<file path="src/rtl/nor_seq_pkg.sv">
package nor_seq_pkg;
    localparam logic [7:0] CMD_ARRAY   = 8'hFF;
    localparam logic [7:0] CMD_IDENT   = 8'h90;
    localparam logic [7:0] CMD_CLEAR   = 8'h50;
    localparam logic [7:0] CMD_ERASE   = 8'h20;
    localparam logic [7:0] CMD_CONFIRM = 8'hD0;
    localparam logic [7:0] CMD_PAGE    = 8'h41;
    localparam logic [7:0] MAKER_CODE  = 8'h1C;

    typedef enum logic [1:0] {OP_IDENT = 2'd0, OP_READ = 2'd1, OP_ERASE = 2'd2, OP_PROG = 2'd3} op_t;
    typedef enum logic [1:0] {RES_PASS = 2'd0, RES_FAIL = 2'd1, RES_TMO = 2'd2} res_t;
    typedef enum logic [1:0] {B_IDLE, B_SETUP, B_PULSE, B_HOLD} bus_st_t;
    typedef enum logic [3:0] {
        S_IDLE, S_PRE_FF, S_ID_CMD, S_RD_WORD, S_ER_CMD, S_ER_CONF, S_PG_CMD,
        S_PG_DATA, S_POLL_WAIT, S_POLL_RD, S_EXIT_CLR, S_EXIT_FF, S_DONE
    } seq_st_t;
endpackage

</file>
<file path="src/rtl/nor_bus_cycle.sv">
module nor_bus_cycle
    import nor_seq_pkg::*;
#(
    parameter int AW  = 22,
    parameter int TSU = 2,
    parameter int TPW = 3,
    parameter int THD = 1
) (
    input  logic          clk,
    input  logic          rst_n,
    input  logic          start,
    input  logic          wr,
    input  logic [AW-1:0] addr,
    input  logic [15:0]   wdata,
    output logic          fin,
    output logic [15:0]   rdata,
    output logic [AW-1:0] fl_addr,
    output logic [15:0]   fl_dq_out,
    output logic          fl_dq_oe,
    input  logic [15:0]   fl_dq_in,
    output logic          fl_ce_n,
    output logic          fl_we_n,
    output logic          fl_oe_n
);
    localparam int CMAX = (TSU > TPW) ? ((TSU > THD) ? TSU : THD) : ((TPW > THD) ? TPW : THD);
    localparam int CW   = $clog2(CMAX + 1);

    bus_st_t       st;
    logic [CW-1:0] cnt;
    logic          wr_q;
    logic [AW-1:0] addr_q;
    logic [15:0]   data_q;

    always_ff @(posedge clk or negedge rst_n) begin
        if (!rst_n) begin
            st     <= B_IDLE;
            cnt    <= '0;
            wr_q   <= 1'b0;
            addr_q <= '0;
            data_q <= '0;
            rdata  <= '0;
        end else begin
            unique case (st)
                B_IDLE: if (start) begin
                    st     <= B_SETUP;
                    cnt    <= '0;
                    wr_q   <= wr;
                    addr_q <= addr;
                    data_q <= wdata;
                end
                B_SETUP: if (cnt == CW'(TSU - 1)) begin
                    st  <= B_PULSE;
                    cnt <= '0;
                end else cnt <= cnt + 1'b1;
                B_PULSE: if (cnt == CW'(TPW - 1)) begin
                    if (!wr_q) rdata <= fl_dq_in;
                    st  <= B_HOLD;
                    cnt <= '0;
                end else cnt <= cnt + 1'b1;
                B_HOLD: if (cnt == CW'(THD - 1)) begin
                    st  <= B_IDLE;
                    cnt <= '0;
                end else cnt <= cnt + 1'b1;
                default: st <= B_IDLE;
            endcase
        end
    end

    always_comb begin
        fl_ce_n   = (st == B_IDLE);
        fl_we_n   = !((st == B_PULSE) && wr_q);
        fl_oe_n   = !((st == B_PULSE) && !wr_q);
        fl_dq_oe  = wr_q && (st != B_IDLE);
        fl_addr   = addr_q;
        fl_dq_out = data_q;
        fin       = (st == B_HOLD) && (cnt == CW'(THD - 1));
    end

    // strobes never overlap
    a_r12_strobes_exclusive: assert property (@(posedge clk) disable iff (!rst_n)
        !(!fl_we_n && !fl_oe_n));
    // a write strobe sits inside chip enable with the data bus driven
    a_r2_we_inside_ce: assert property (@(posedge clk) disable iff (!rst_n)
        !fl_we_n |-> (!fl_ce_n && fl_dq_oe));
    // address held for the whole cycle
    a_r2_addr_stable: assert property (@(posedge clk) disable iff (!rst_n)
        (!fl_ce_n && $past(!fl_ce_n) && $past(st) != B_HOLD) |-> $stable(fl_addr));
endmodule

</file>
<file path="src/rtl/nor_poll_timer.sv">
module nor_poll_timer #(
    parameter int TIMEOUT  = 1000000,
    parameter int POLL_GAP = 16
) (
    input  logic clk,
    input  logic rst_n,
    input  logic run,
    input  logic gap_run,
    output logic tmo,
    output logic gap_hit
);
    localparam int TW = $clog2(TIMEOUT + 1);
    localparam int GW = $clog2(POLL_GAP + 1);

    logic [TW-1:0] tot;
    logic [GW-1:0] gap;

    always_ff @(posedge clk or negedge rst_n) begin
        if (!rst_n) begin
            tot <= '0;
            gap <= '0;
        end else begin
            if (!run) tot <= '0;
            else if (tot != TW'(TIMEOUT)) tot <= tot + 1'b1;
            if (!gap_run || gap_hit) gap <= '0;
            else gap <= gap + 1'b1;
        end
    end

    assign tmo     = (tot == TW'(TIMEOUT));
    assign gap_hit = gap_run && (gap == GW'(POLL_GAP - 1));

    // the polling budget counter never passes its limit
    a_r5_total_bounded: assert property (@(posedge clk) disable iff (!rst_n)
        tot <= TW'(TIMEOUT));
endmodule

</file>
<file path="src/rtl/nor_cmd_seq.sv">
module nor_cmd_seq
    import nor_seq_pkg::*;
#(
    parameter int ADDR_W     = 22,
    parameter int PAGE_WORDS = 128,
    parameter int TSU        = 2,
    parameter int TPW        = 3,
    parameter int THD        = 1,
    parameter int TIMEOUT    = 1000000,
    parameter int POLL_GAP   = 16
) (
    input  logic              clk,
    input  logic              rst_n,
    input  logic              req_valid,
    output logic              req_ready,
    input  logic [1:0]        req_op,
    input  logic [ADDR_W:0]   req_addr,
    input  logic              wd_valid,
    output logic              wd_ready,
    input  logic [15:0]       wd_data,
    output logic              busy,
    output logic              done,
    output logic [1:0]        result,
    output logic [7:0]        status_byte,
    output logic [15:0]       rd_word,
    output logic              id_match,
    output logic [ADDR_W-1:0] fl_addr,
    output logic [15:0]       fl_dq_out,
    output logic              fl_dq_oe,
    input  logic [15:0]       fl_dq_in,
    output logic              fl_ce_n,
    output logic              fl_we_n,
    output logic              fl_oe_n
);
    localparam int PB = $clog2(PAGE_WORDS);

    seq_st_t           st, st_nx;
    op_t               op_q;
    logic [ADDR_W-1:0] op_addr;
    logic [PB-1:0]     idx;
    logic              pend;
    logic              b_start, b_wr, b_fin;
    logic [ADDR_W-1:0] b_addr;
    logic [15:0]       b_data, b_rdata;
    logic              tmo, gap_hit, st_err, id_ok;
    logic [ADDR_W-1:0] word_addr;

    assign word_addr = req_addr[ADDR_W:1];
    assign st_err    = b_rdata[5] | b_rdata[4] | b_rdata[3];
    assign id_ok     = (b_rdata[7:0] == MAKER_CODE);

    nor_bus_cycle #(.AW(ADDR_W), .TSU(TSU), .TPW(TPW), .THD(THD)) u_bus (
        .clk(clk), .rst_n(rst_n), .start(b_start), .wr(b_wr), .addr(b_addr),
        .wdata(b_data), .fin(b_fin), .rdata(b_rdata), .fl_addr(fl_addr),
        .fl_dq_out(fl_dq_out), .fl_dq_oe(fl_dq_oe), .fl_dq_in(fl_dq_in),
        .fl_ce_n(fl_ce_n), .fl_we_n(fl_we_n), .fl_oe_n(fl_oe_n));

    nor_poll_timer #(.TIMEOUT(TIMEOUT), .POLL_GAP(POLL_GAP)) u_tmr (
        .clk(clk), .rst_n(rst_n),
        .run((st == S_POLL_WAIT) || (st == S_POLL_RD)),
        .gap_run(st == S_POLL_WAIT), .tmo(tmo), .gap_hit(gap_hit));

    // state register
    always_ff @(posedge clk or negedge rst_n) begin
        if (!rst_n) st <= S_IDLE;
        else        st <= st_nx;
    end

    // next state
    always_comb begin
        st_nx = st;
        unique case (st)
            S_IDLE: if (req_valid) begin
                unique case (op_t'(req_op))
                    OP_ERASE: st_nx = S_ER_CMD;
                    OP_PROG:  st_nx = S_PG_CMD;
                    default:  st_nx = S_PRE_FF;
                endcase
            end
            S_PRE_FF:    if (b_fin) st_nx = (op_q == OP_IDENT) ? S_ID_CMD : S_RD_WORD;
            S_ID_CMD:    if (b_fin) st_nx = S_RD_WORD;
            S_RD_WORD:   if (b_fin) st_nx = (op_q == OP_IDENT && !id_ok) ? S_EXIT_CLR : S_EXIT_FF;
            S_ER_CMD:    if (b_fin) st_nx = S_ER_CONF;
            S_ER_CONF:   if (b_fin) st_nx = S_POLL_WAIT;
            S_PG_CMD:    if (b_fin) st_nx = S_PG_DATA;
            S_PG_DATA:   if (b_fin && idx == PB'(PAGE_WORDS - 1)) st_nx = S_POLL_WAIT;
            S_POLL_WAIT: if (tmo) st_nx = S_EXIT_CLR;
                         else if (gap_hit) st_nx = S_POLL_RD;
            S_POLL_RD:   if (b_fin) begin
                if (b_rdata[7]) st_nx = st_err ? S_EXIT_CLR : S_EXIT_FF;
                else            st_nx = tmo ? S_EXIT_CLR : S_POLL_WAIT;
            end
            S_EXIT_CLR:  if (b_fin) st_nx = S_EXIT_FF;
            S_EXIT_FF:   if (b_fin) st_nx = S_DONE;
            S_DONE:      st_nx = S_IDLE;
            default:     st_nx = S_IDLE;
        endcase
    end

    // outputs toward bus engine and ports
    always_comb begin
        b_start  = 1'b0;
        b_wr     = 1'b1;
        b_addr   = op_addr;
        b_data   = '0;
        wd_ready = 1'b0;
        unique case (st)
            S_PRE_FF, S_EXIT_FF: begin b_data = {8'h00, CMD_ARRAY};   b_start = !pend; end
            S_ID_CMD:            begin b_data = {8'h00, CMD_IDENT};   b_start = !pend; end
            S_ER_CMD:            begin b_data = {8'h00, CMD_ERASE};   b_start = !pend; end
            S_ER_CONF:           begin b_data = {8'h00, CMD_CONFIRM}; b_start = !pend; end
            S_PG_CMD:            begin b_data = {8'h00, CMD_PAGE};    b_start = !pend; end
            S_EXIT_CLR:          begin b_data = {8'h00, CMD_CLEAR};   b_start = !pend; end
            S_RD_WORD, S_POLL_RD: begin b_wr = 1'b0; b_start = !pend; end
            S_PG_DATA: begin
                wd_ready = !pend;
                b_start  = !pend && wd_valid;
                b_addr   = op_addr + ADDR_W'(idx);
                b_data   = wd_data;
            end
            default: ;
        endcase
        busy      = (st != S_IDLE);
        req_ready = (st == S_IDLE);
        done      = (st == S_DONE);
    end

    // datapath registers
    always_ff @(posedge clk or negedge rst_n) begin
        if (!rst_n) begin
            op_q        <= OP_IDENT;
            op_addr     <= '0;
            idx         <= '0;
            pend        <= 1'b0;
            result      <= RES_PASS;
            status_byte <= '0;
            rd_word     <= '0;
            id_match    <= 1'b0;
        end else begin
            if (b_start)    pend <= 1'b1;
            else if (b_fin) pend <= 1'b0;
            if (st == S_IDLE && req_valid) begin
                op_q     <= op_t'(req_op);
                op_addr  <= (op_t'(req_op) == OP_PROG) ? {word_addr[ADDR_W-1:PB], PB'(0)} : word_addr;
                idx      <= '0;
                result   <= RES_PASS;
                id_match <= 1'b0;
            end
            if (st == S_RD_WORD && b_fin) begin
                rd_word <= b_rdata;
                if (op_q == OP_IDENT) begin
                    id_match <= id_ok;
                    if (!id_ok) result <= RES_FAIL;
                end
            end
            if (st == S_PG_DATA && b_fin) idx <= idx + 1'b1;
            if (st == S_POLL_WAIT && tmo) result <= RES_TMO;
            if (st == S_POLL_RD && b_fin) begin
                status_byte <= b_rdata[7:0];
                if (b_rdata[7] && st_err) result <= RES_FAIL;
                else if (!b_rdata[7] && tmo) result <= RES_TMO;
            end
        end
    end

    // the captured operation cannot change while busy
    a_r9_op_stable: assert property (@(posedge clk) disable iff (!rst_n)
        (busy && $past(busy)) |-> ($stable(op_q) && $stable(op_addr)));
    // busy drops only right after the completion pulse
    a_r9_busy_until_done: assert property (@(posedge clk) disable iff (!rst_n)
        $fell(busy) |-> $past(done));
    // a reported erase/program failure is backed by a ready status with an error bit
    a_r6_fail_has_cause: assert property (@(posedge clk) disable iff (!rst_n)
        (done && result == RES_FAIL && (op_q == OP_ERASE || op_q == OP_PROG))
            |-> (status_byte[7] && (status_byte[5] || status_byte[4] || status_byte[3])));
    // no result code outside pass/fail/timeout
    a_r5_result_code: assert property (@(posedge clk) disable iff (!rst_n)
        done |-> (result != 2'd3));
endmodule

</file>
<file path="config.mk">
export PLATFORM = sky130hd
export DESIGN_NAME = nor_cmd_seq
export DESIGN_NICKNAME = d
export VERILOG_FILES = /design/src/rtl/nor_seq_pkg.sv /design/src/rtl/nor_bus_cycle.sv /design/src/rtl/nor_poll_timer.sv /design/src/rtl/nor_cmd_seq.sv
export SDC_FILE = /design/constraint.sdc
export NUM_CORES = 1
export LEC_CHECK = 0
export ABC_AREA = 1
export BUFFER_PORTS_ARGS = -buffer_cell sky130_fd_sc_hd__buf_4
export CAP_MARGIN = 10
export CORE_UTILIZATION = 35
export CTS_CLUSTER_DIAMETER = 100
export DETAILED_ROUTE_END_ITERATION = 10
export PLACE_DENSITY = 0.53
export RECOVER_POWER = 100
export SLEW_MARGIN = 20
export SYNTH_ARGS = -nofsm -noshare
export SYNTH_HDL_FRONTEND = slang
export SYNTH_SLANG_ARGS = --single-unit
</file>
<file path="constraint.sdc">
create_clock -name clk -period 2.63 [get_ports clk]
set_input_delay 0.3945 -clock clk [delete_from_list [all_inputs] [get_ports clk]]
set_output_delay 0.3945 -clock clk [all_outputs]
set_load 0.005 [all_outputs]
</file>
After elaboration in Yosys (flattened, before gate mapping)
Cells that the tools add are included.

Multipliers: 0. Add/subtract/negate cells: 5. Mux-type cells: 54. Bitwise gates (word level): 3. Shift-type cells: 0. Equal/unequal tests: 41. Div/mod/pow operators: 0. Order comparisons: 0. Reductions and logical operators: 39.

Operator list (number): $pmux 16 s7 (1); $mux 4 (13); $pmux 4 s12 (1); $mux 20 (2); $mux 2 (18); $ne 2x2->1 const B (12); $add 22x7->22 (1); $mux 22 (1); $mux 7 (3); $add 20x1->20 const B (1); $eq 20x20->1 const B (1); $eq 4x4->1 const B (5); $ne 20x20->1 const B (1); $eq 4x3->1 const B (4); $pmux 2 s4 (2); $logic_and 1x1->1 (15); $reduce_and 12->1 (1); $eq 2x2->1 const B (5); $mux 1 (10); $reduce_or 9->1 (1); $eq 4x2->1 const B (2); $eq 8x5->1 const B (1); $ne 2x1->1 const B (4); $add 7x1->7 const B (1); 22 further kinds (36).

Register bits: 147. Memories: 0. Input port bits: 61. Output and inout port bits: 73. Memory bits (writable): 0. Bits in read-only memories: 0. Word-level logic and storage cells: 159. Latch bits: 0.

Longest topological paths before layout
Gate-level depths: netlist of run 1.

Depth after elaboration: 10. Gate-level depth with buffers: 12. Mapped depth without buffers: 12.

Hierarchy
Synthesis of run 1 repeated with hierarchy kept, for this count alone.

Cell total of the unflattened synthesis: 1062. Area, all modules: 8115.3 µm².

By module, submodules not included: nor_cmd_seq (area an instance 4005.1 µm², cells an instance 572, times used 1, seq. area each 1576.5 µm²); nor_bus_cycle (area an instance 2668.8 µm², cells an instance 293, times used 1, seq. area each 1476.4 µm²); nor_poll_timer (area an instance 1441.4 µm², cells an instance 197, times used 1, seq. area each 625.6 µm²).

Least setup slack after synthesis of run 1
No wires, ideal clock.

Path kind: flip-flop to flip-flop. From: register idx[0]. To: register u_bus.addr_q[12] (netlist: u_bus.fl_addr[12]). Clock period less this slack: 1.836 ns. Arrival: 1.719 ns. Buffers on the path: 0. Data required time: 2.513 ns. Cell stages (with the launch flop): 13. Library setup time: 0.117 ns. Slack: 0.794 ns. Cells stage by stage: dfrtp_1 ha_1 fa_1 inv_1 nor2_1 nor2_1 inv_1 nand2_1 nand2_1 nand2_1 nand2_1 nand3_1 nand2_1.

Cells in the longest elaborated chain, start to end: 2.

RTL lines: from (decl) (line nor_cmd_seq.sv:40) `logic [PB-1:0] idx;`; from (signal assigned) (line nor_cmd_seq.sv:156) `if (st == S_PG_DATA && b_fin) idx <= idx + 1'b1;`; $add 22x7->22 (line nor_cmd_seq.sv:118) `b_addr = op_addr + ADDR_W'(idx);`; $mux 22 (line nor_cmd_seq.sv:107) `unique case (st)`; to (signal assigned) (line nor_bus_cycle.sv:48) `addr_q <= addr;`; to (decl) (line nor_bus_cycle.sv:31) `logic [AW-1:0] addr_q;`.

Every way passes these cells. A chain may end at the register's enable or synchronous reset.

Worst setup path in the final report of run 1
From: register st[0]. To: output port busy.

Cells in the longest elaborated chain, start to end: 1.

RTL lines: from (decl) (line nor_cmd_seq.sv:37) `seq_st_t st, st_nx;`; from (signal assigned) (line nor_cmd_seq.sv:66) `else st <= st_nx;`; $reduce_bool 4->1 (line nor_cmd_seq.sv:123) `busy = (st != S_IDLE);`; to (decl) (line nor_cmd_seq.sv:21) `output logic busy,`.

Every way passes these cells.

==> qor.yml, run 1 <==
outcome:
  status: "completed"
cts:
  cts-resized-gates: 0
  clock_latency_ns: 0.42
  cts_tree: "yes"
  clockRootBuffer: "clkbuf_16"
  post-cts-setup-buffers: 0
  clk_path_buf_depth: 2
  clkTransAtPathRegs_ns: 0.07
  htree_num_levels: 4
  hold_buffers: 1
  cts.sinks: 147
  cts_buffers: 17
timing:
  rsz0062_at_grt: "false"
  fmax_mhz: 440
  finalCritPeriodShare_pct: 86.4
  setup_tns_ns: 0
  period_minus_slack_ns: 2.27
  worst_slack_ns: 0.358
  tightest_slew_ns: 1.33
  maxSlewHeadroom_pct: 11.6
  clock-skew-final_ns: 0.0105
  hold_ws_ns: 0.178
  setup_viol: 0
  drv_slew: 0
  hold_violations: 0
logic_synthesis:
  async_flop_share_pct: 100
  synth_cell_types: 36
  ys_ff_latch: 147
  synth_ff_type: "dfrtp_1"
  synthesis.area_um2: 7570
  netlist_instances: 977
  syn_nets: 1060
  yosysSeqAreaShare_pct: 48.6
  yosys_warnings: 0
  synth_area_per_cell_um2: 7.74
  synth_enable_flop_cells: 0
global_routing:
  antenna_found_initial: 0
  grt_pass1_vias: 6467
  grt_usage_pct: 18.7
  grt_start_max_net_pins: 52
  grt_overflow: 0
  grt_pass1_wl_um: 32300
place:
  dp_hpwl_um: 14200
  dp_slack_ns: 0.494
  io_buffer_count: 132
  place_congestion: 0.849
  dp_cells: 1370
die:
  dieArea_um2: 22200
  core_um2: 21100
  boundaryPins: 134
  die_height_um: 149
  start_util_pct: 35.9
  rows: 53
  fp.dieW_um: 149
pwr:
  powerDensity_nw_per_um2: 946
  switchingPower_mw: 3.33
  p_total_mw: 8.80
  ir_drop_uv: 487
  p_sw_share_pct: 37.8
  seq_power_share_pct: 40.3
  p_clk_share_pct: 26.3
  p_leak_nw: 4.68
  p_comb_share_pct: 33.5
  p_int_mw: 5.47
setup_path:
  cp.required_ns: 2.24
  max_stage_delay_ns: 0.44
  cp_slowest_cell: "dfrtp_1"
  arrival_ns: 1.88
  path_cells: "inv_1 -> nand2_1 -> nor2_1 -> inv_1 -> clkbuf_1"
  crit_type: "reg2out"
  crit_top_cell: "inv_1"
  cp-start-kind: "flip-flop"
  cp-end-kind: "primary output"
  path_max_fanout: 6
layout:
  final_nets: 1198
  drive_above_1_share_pct: 15.2
  antenna_cells: 0
  fill_cells: 2226
  area_growth_pct: 22.9
  stdcell_count: 1403
route:
  wire_per_inst_um: 14.0
  drtPass1Iterations: 5
  postRouteAntennaNets: 0
  route.detailed.drc: 0
  drtIter0Drc: 329
  vias: 6634
  viasPerCell: 4.73
  wl_um: 19700
job:
  max_cap_viol_count: 0
min_path:
  hold_path.class: "in2reg"
==> metal layers <==
layer	share of wire [%]	vias up	GRT usage, %
li1	-	3414	-
met1	47	3055	24.1
met2	46	149	30.5
met3	5.4	16	5.11
met4	1.4	0	5.61
met5	0	-	0
==> sequential cells by signal, summed over array words and instances, names as in the netlist <==
register	count
u_bus.fl_addr	22
id_match	1
status_byte	8
u_bus.wr_q	1
st	4
u_tmr.gap	5
op_q	2
u_bus.rdata	16
pend	1
result	2
op_addr	22
u_tmr.tot	20
u_bus.cnt	2
idx	7
u_bus.st	2
rd_word	16
u_bus.fl_dq_out	16
==> power groups by stage <==
| stage | Clock [mW] | Combinational (mW) | Sequential [mW] |
|---|---|---|---|
| after floorplan | 0 | 1.91 | 3.48 |
| after global placement | 0 | 3.12 | 3.57 |
| after detailed placement | 0 | 3.15 | 3.58 |
| after CTS | 2.39 | 3.16 | 3.55 |
| after global routing | 2.49 | 3.40 | 3.65 |
| final | 2.31 | 2.94 | 3.54 |
==> cells by family after synthesis <==
kind of cell | after synthesis | share of synthesized area, %
compound gates | 123 | 8.55
fa+ha+maj | 22 | 3.74
flops | 147 | 48.6
xor+xnor | 9 | 1.04
mux | 8 | 1.19
simple gates | 537 | 29.6
buf+inv | 131 | 7.26
==> cells in the mapped netlist (7+ instances only) <==
cell type  instances  area share [%]
mux2_2             8             1.2
inv_1             97             4.8
nor2_1            74             3.7
nand3_1           86             5.7
dfrtp_1          147              49
nor3_1            19             1.3
a21oi_1           32             2.1
ha_1              21             3.5
o21ai_1           12            0.79
nand2_1          328              16
nand4_1           15             1.2
buf_2             16             1.1
o21ai_0           66             4.4
inv_2              8            0.40
nand2_2            7            0.58
==> cell usage in the layout (no fill, tap or decap), types with 2 or more instances in the layout <==
cell type	n
clkbuf_16	17
nor3_1	19
inv_1	101
ha_1	21
clkbuf_2	2
nand2_1	333
clkinv_2	2
inv_2	4
nand3_1	86
clkbuf_4	58
mux2_2	8
dfrtp_1	147
o21ai_0	75
o22ai_1	4
buf_4	62
xnor2_1	4
clkinvlp_4	5
inv_6	4
a21oi_1	32
nor4_1	2
clkinv_4	2
o21ai_1	4
nand4_1	15
nor2_1	76
nand2_2	2
clkbuf_1	22
xor2_1	5
==> worst paths after layout <==
check | startpoint | to | slack (ns) | cells after the start
min in group asynchronous | rst_n | u_bus.fl_dq_out[13]$_DFFE_PN0P_ | 0.43 | 2
min reg2reg | rd_word[13]$_DFFE_PN0N_ | rd_word[13]$_DFFE_PN0N_ | 0.47 | 2
max reg2reg | st[2]$_DFFE_PN0P_ | u_bus.fl_dq_out[14]$_DFFE_PN0P_ | 0.42 | 7
max in group asynchronous | rst_n | rd_word[4]$_DFFE_PN0N_ | 0.62 | 3
max | st[0]$_DFFE_PN0P_ | busy | 0.36 | 5
min | req_addr[17] | op_addr[16]$_DFFE_PN0P_ | 0.18 | 3
==> worst max-delay path: cells and delay by family, from the launching register on <==
family,cells,cell delay [ns]
buf+inv,3,0.52
flops,1,0.44
simple gates,2,0.49
==> final cells by class <==
class | instances | area (um^2) | area share [%]
tap | 275 | 344 | 3.70
timing repair buffer | 145 | 1010 | 10.9
sequential | 147 | 3680 | 39.6
clock buffer | 18 | 429 | 4.62
clock inverter | 14 | 130 | 1.40
multi-input combinational | 699 | 3310 | 35.6
inverter | 105 | 394 | 4.24
==> metrics by stage <==
stage          instance area (um^2)  util [%]
2_1_floorplan                  7570         -
4_1_cts                        9420      44.7
3_3_place_gp                   8850      42.0
3_5_place_dp                   8850      42.0
5_1_grt                        9300      44.1
6_report                       9300      44.1
Power figures use the tool's default switching activity.
==> inputs of run 2 (changes only) <==
GPL_TIMING_DRIVEN = 0   (was unset)
==> run 2 against run 1 <==
Compared with the run above:
- the run now ends with capacitance limit, slew limit left
- global-route usage grew 0.82 points
- critical path depth grew 1
- power grew 2.2%
- non-clock buffer count grew 15
- wire length grew 4.2%
==> qor.yml, run 2 (synthesis gave the netlist of run 1 again) <==
setup_path:
  cp-start-kind: "flip-flop"
  reg2reg_slack_ns: 0.38  # -0.04 ns
  reg2reg_depth: 10  # +3
  reg2reg_from: "st[1]$_DFFE_PN0P_"
  cp-end-kind: "primary output"
  r2r_end: "u_bus.wr_q$_DFFE_PN0P_"
  arrival_ns: 1.89  # about the same
  cp.required_ns: 2.24  # about the same
  path_max_fanout: 10  # +4
  crit_type: "reg2out"
cts:
  clkTransAtPathRegs_ns: 0.06  # about the same
  cts.sinks: 147  # unchanged
  cts_buffers: 17  # unchanged
  cts-resized-gates: 0  # unchanged
  cts_tree: "yes"
  clockRootBuffer: "clkbuf_16"
  clock_latency_ns: 0.43  # about the same
  htree_num_levels: 4  # unchanged
  clk_path_buf_depth: 2  # unchanged
die:
  rows: 53  # unchanged
  boundaryPins: 134  # unchanged
  start_util_pct: 35.9  # unchanged
  fp.dieW_um: 149  # unchanged
  die_height_um: 149  # unchanged
  dieArea_um2: 22200  # unchanged
  core_um2: 21100  # unchanged
layout:
  area_growth_pct: 24.5
  layout_common_cells: "331 x nand2_1, 147 x dfrtp_1, 103 x inv_1"
  antenna_cells: 0  # unchanged
  layout_commonest_cell: "nand2_1"
  final_nets: 1213  # +1.3%
  drive_above_1_share_pct: 16.0  # +0.76 points
  stdcell_count: 1418  # +1.1%
route:
  postRouteAntennaNets: 0  # unchanged
  wl_um: 20500  # +4.2%
  drtPass1Iterations: 5  # unchanged
  drtIter0Drc: 430  # +31%
  vias: 6738  # +1.6%
  route.detailed.drc: 0  # unchanged
  wire_per_inst_um: 14.5  # +3.1%
  viasPerCell: 4.75  # +0.49%
timing:
  drv_slew: 69  # +69
  finalCritPeriodShare_pct: 87.0  # +0.62 points
  rsz0062_at_grt: "false"
  clock-skew-final_ns: 0.00797  # -0.00257 ns
  setup_viol: 0  # unchanged
  maxSlewHeadroom_pct: -23.4  # -35 points
  hold_violations: 0  # unchanged
  fmax_mhz: 437  # -0.71%
  period_minus_slack_ns: 2.29  # +0.0163 ns
  tightest_slew_ns: 1.85  # +0.525 ns
  setup_tns_ns: 0  # unchanged
place:
  io_buffer_count: 132  # unchanged
  dp_cells: 1385  # +1.1%
  place_congestion: 0.837  # -1.4%
  dp_hpwl_um: 15300  # +7.4%
pwr:
  ir_drop_uv: 513  # +5.4%
  powerDensity_nw_per_um2: 955  # +0.92%
  p_leak_nw: 4.75  # +1.7%
min_path:
  hold_path_depth: 3  # unchanged
  hold_path_startpoint: "req_addr[8]"
  hold_end: "op_addr[7]$_DFFE_PN0P_"
  hold_path.class: "in2reg"
global_routing:
  antenna_found_initial: 0  # unchanged
  grt_pass1_wl_um: 33700  # +4.1%
  grt_pass1_vias: 6566  # +1.5%
  grt_usage_pct: 19.5  # +0.82 points
  grt_start_max_net_pins: 80  # +54%
  grt_overflow: 0  # unchanged
outcome:
  status: "finished, violations left"
  violations: "capacitance limit, slew limit"
job:
  max_cap_viol_count: 1  # +1
==> run 2: changes by cell type in the layout (fill, tap and decap cells not counted), sizes merged <==
cell	change
clkbuf	+8
buf	+7
clkinvlp	-1
inv	+1
==> run 2: cell type report <==
class	instances	area [um^2]
well taps	275	344
multi-input cells	699	3320
inverters	105	394
clock buffers	18	439
repair buffers	134	985
flip-flops and latches	147	3680
fillers	2222	11700
clock inverters	14	146
plain buffers	26	116
==> run 2: routing by layer <==
layer | vias to the layer above | global-route usage, % | share of wire (%)
met4 | 0 | 4.49 | 0.90
met3 | 23 | 4.34 | 4.6
met2 | 150 | 32.3 | 47
met5 | - | 0 | 0
li1 | 3447 | - | -
met1 | 3118 | 25.9 | 47
==> run 2: how the worst max path moves through the flow <==
stage                     cells past startpoint  slack, ns                from                            end
after floorplan                              12       0.79  idx[0]$_DFFE_PN0P_  u_bus.fl_addr[12]$_DFFE_PN0P_
after CTS                                     6       0.33   st[2]$_DFFE_PN0P_                       wd_ready
after global routing                         10       0.14   st[1]$_DFFE_PN0P_   u_bus.fl_addr[9]$_DFFE_PN0P_
after detailed placement                     12       0.47  idx[0]$_DFFE_PN0P_  u_bus.fl_addr[12]$_DFFE_PN0P_
after global placement                        1       0.34               rst_n    u_bus.rdata[14]$_DFFE_PN0P_
final                                         6       0.34   st[1]$_DFFE_PN0P_                       wd_ready
==> run 2: timing repair <==
item | CTS | global route
buffers inserted | 0 | 0
hold buffers | 1 | 0
endpoints found under the hold margin | 68 | 0
==> run 2: metrics by stage <==
step / total power, mW / setup slack (ns) / utilization [%] / hold slack (ns) / area, um^2
floorplan: 5.39 / 0.794 / - / 0.0989 / 7570
global placement: 6.78 / 0.340 / 42.2 / 0.451 / 8900
detailed placement: 6.81 / 0.475 / 42.4 / 0.391 / 8940
CTS: 9.29 / 0.334 / 45.2 / 0.160 / 9530
global route: 9.76 / 0.138 / 44.7 / 0.176 / 9420
finish: 9.00 / 0.342 / 44.7 / 0.179 / 9420
==> run 2: power breakdown <==
| part | internal, mW | total [mW] | switching (mW) |
|---|---|---|---|
| combinational | 1.23 | 3.04 | 1.81 |
| sequential | 2.99 | 3.54 | 0.554 |
| clock | 1.36 | 2.42 | 1.06 |
==> run 2: critical path, stage by stage, from the launching register on <==
cell and delay [ns]:
dfrtp_1 0.47, nand2_1 0.17, inv_1 0.16, nand2_2 0.18, buf_2 0.23, nor2_1 0.13, buf_4 0.13
==> inputs of run 3 (changes only) <==
CORE_ASPECT_RATIO = 1.25   (was unset)
CORE_UTILIZATION = 25   (was 35)
PLACE_DENSITY = 0.41   (was 0.53)
==> run 3 against run 2 <==
Compared with the run above:
- the run still ends with capacitance limit, slew limit left
- via count decreased by 0.65%
- cell area increased by 1.6%
- hold slack got worse by 0.0021 ns
- maximum frequency decreased by 3.2%
- largest cell class unchanged
==> qor.yml, run 3 (synthesis gave the netlist of run 1 again) <==
timing:
  finalCritPeriodShare_pct: 89.9  # +2.9 points
  tightest_slew_ns: 1.82  # -0.0295 ns
  rsz0062_at_grt: "false"
  drv_slew: 76  # +10%
  setup_tns_ns: 0  # unchanged
  maxSlewHeadroom_pct: -21.5  # +2.0 points
  hold_ws_ns: 0.177  # -0.00208 ns
  clock-skew-final_ns: 0.0136  # +0.00562 ns
  hold_violations: 0  # unchanged
  setup_viol: 0  # unchanged
  period_minus_slack_ns: 2.36  # +0.0767 ns
  fmax_mhz: 423  # -3.2%
route:
  wl_um: 23100  # +13%
  postRouteAntennaNets: 0  # unchanged
  vias: 6694  # -0.65%
  route.detailed.drc: 0  # unchanged
  viasPerCell: 4.35  # -8.5%
  drtPass1Iterations: 5  # unchanged
  drtIter0Drc: 338  # -21%
  wire_per_inst_um: 15.0  # +3.8%
place:
  io_buffer_count: 132  # unchanged
  dp_hpwl_um: 17300  # +13%
  place_congestion: 0.824  # -1.6%
  dp_cells: 1506  # +8.7%
setup_path:
  arrival_ns: 1.97  # +0.08 ns
  cp-start-kind: "flip-flop"
  max_stage_delay_ns: 0.44  # -0.03 ns
  path_delay_family: "buffers and inverters"
  path_cells: "inv_1 -> nand2_1 -> inv_1 -> nand2_2 -> clkbuf_2 -> nor2_1 -> buf_4"
  path_max_fanout: 10  # unchanged
  crit_top_cell: "inv_1"
  cp_slowest_cell: "dfrtp_1"
  crit_type: "reg2out"
  crit_buf_inv: 4  # +1
  cp.required_ns: 2.24  # about the same
  cp-end-kind: "primary output"
layout:
  stdcell_count: 1539  # +8.5%
  antenna_cells: 0  # unchanged
  layout_common_cells: "333 x nand2_1, 147 x dfrtp_1, 102 x inv_1"
  drive_above_1_share_pct: 15.4  # -0.61 points
  post-route-util_pct: 32.4  # -12 points
  area_growth_pct: 26.6
  fill_cells: 3249  # +46%
  final_nets: 1213  # unchanged
  layout_commonest_cell: "nand2_1"
die:
  rows: 70  # +32%
  start_util_pct: 25.6  # -10 points
  dieArea_um2: 31000  # +39%
  fp.dieW_um: 158  # +5.8%
  boundaryPins: 134  # unchanged
  core_um2: 29500  # +40%
  die_height_um: 197  # +32%
outcome:
  violations: "capacitance limit, slew limit"
  status: "finished, violations left"
global_routing:
  grt_overflow: 0  # unchanged
  grt_start_max_net_pins: 77  # -3.8%
  grt_usage_pct: 15.5  # -4.0 points
  grt_pass1_wl_um: 36900  # +9.7%
  grt_pass1_vias: 6812  # +3.7%
  antenna_found_initial: 0  # unchanged
cts:
  cts_tree: "yes"
  clk_path_buf_depth: 2  # unchanged
  hold_buffers: 1  # unchanged
  cts_buffers: 17  # unchanged
  htree_num_levels: 4  # unchanged
  clkTransAtPathRegs_ns: 0.07  # about the same
  clock_latency_ns: 0.43  # about the same
  cts-resized-gates: 0  # unchanged
  cts.sinks: 147  # unchanged
  clockRootBuffer: "clkbuf_16"
  post-cts-setup-buffers: 0  # unchanged
pwr:
  powerDensity_nw_per_um2: 963  # +0.80%
  ir_drop_uv: 468  # -8.8%
  p_total_mw: 9.22  # +2.5%
  p_leak_nw: 4.75  # about the same
job:
  max_cap_viol_count: 1  # unchanged
min_path:
  hold_path.class: "in2reg"
## run 3: path summary, 6_finish.rpt
check                                         endpoint  slack, ns              startpoint  cells past startpoint
setup / recovery                              wd_ready       0.27       st[3]$_DFFE_PN0P_                      7
hold / removal                 op_addr[15]$_DFFE_PN0P_       0.18            req_addr[16]                      3
setup reg to reg                op_addr[5]$_DFFE_PN0P_       0.31       st[0]$_DFFE_PN0P_                      7
hold reg to reg                 u_tmr.gap[0]$_DFF_PN0_       0.46  u_tmr.gap[0]$_DFF_PN0_                      1
max in group asynchronous       op_addr[7]$_DFFE_PN0P_       0.43                   rst_n                      3
min in group asynchronous  u_bus.rdata[12]$_DFFE_PN0P_       1.01                   rst_n                      2
## run 3: metrics by stage
stage                     setup slack (ns)  area, um^2
after floorplan                      0.794        7570
after global placement               0.244        9050
after detailed placement             0.414        9090
after CTS                            0.276        9710
after global routing                0.0757        9580
final                                0.265        9580
## run 3: worst reg2reg max path: cells and delay by family (launching register included)
family	cells	cell delay, ns
simple gates	3	0.75
compound gates	1	0.19
buf+inv	3	0.80
flops	1	0.43
## run 3: final cells by class
cell class,instances,area (um^2),share of cell area [%]
Clock inverter,15,184,1.92
Clock buffer,17,425,4.44
Buffer,26,126,1.32
Sequential cell,147,3680,38.4
Tap cell,396,495,5.17
Timing Repair Buffer,134,958,10.0
Multi-Input combinational cell,699,3310,34.6
Inverter,105,394,4.12
## run 3: routing by layer
layer	track usage [%]	up-vias	part of all wire (%)
li1	-	3438	-
met1	20.1	3094	46
met3	3.06	18	4.2
met2	26.4	144	49
met4	3.88	0	1.1
met5	0	-	0
## run 3: where the power goes
group	leakage [nW]	switching (mW)	internal (mW)
Sequential	1.92	0.560	2.99
Combinational	2.54	1.87	1.21
Clock	0.295	1.14	1.45
Total	4.75	3.57	5.64
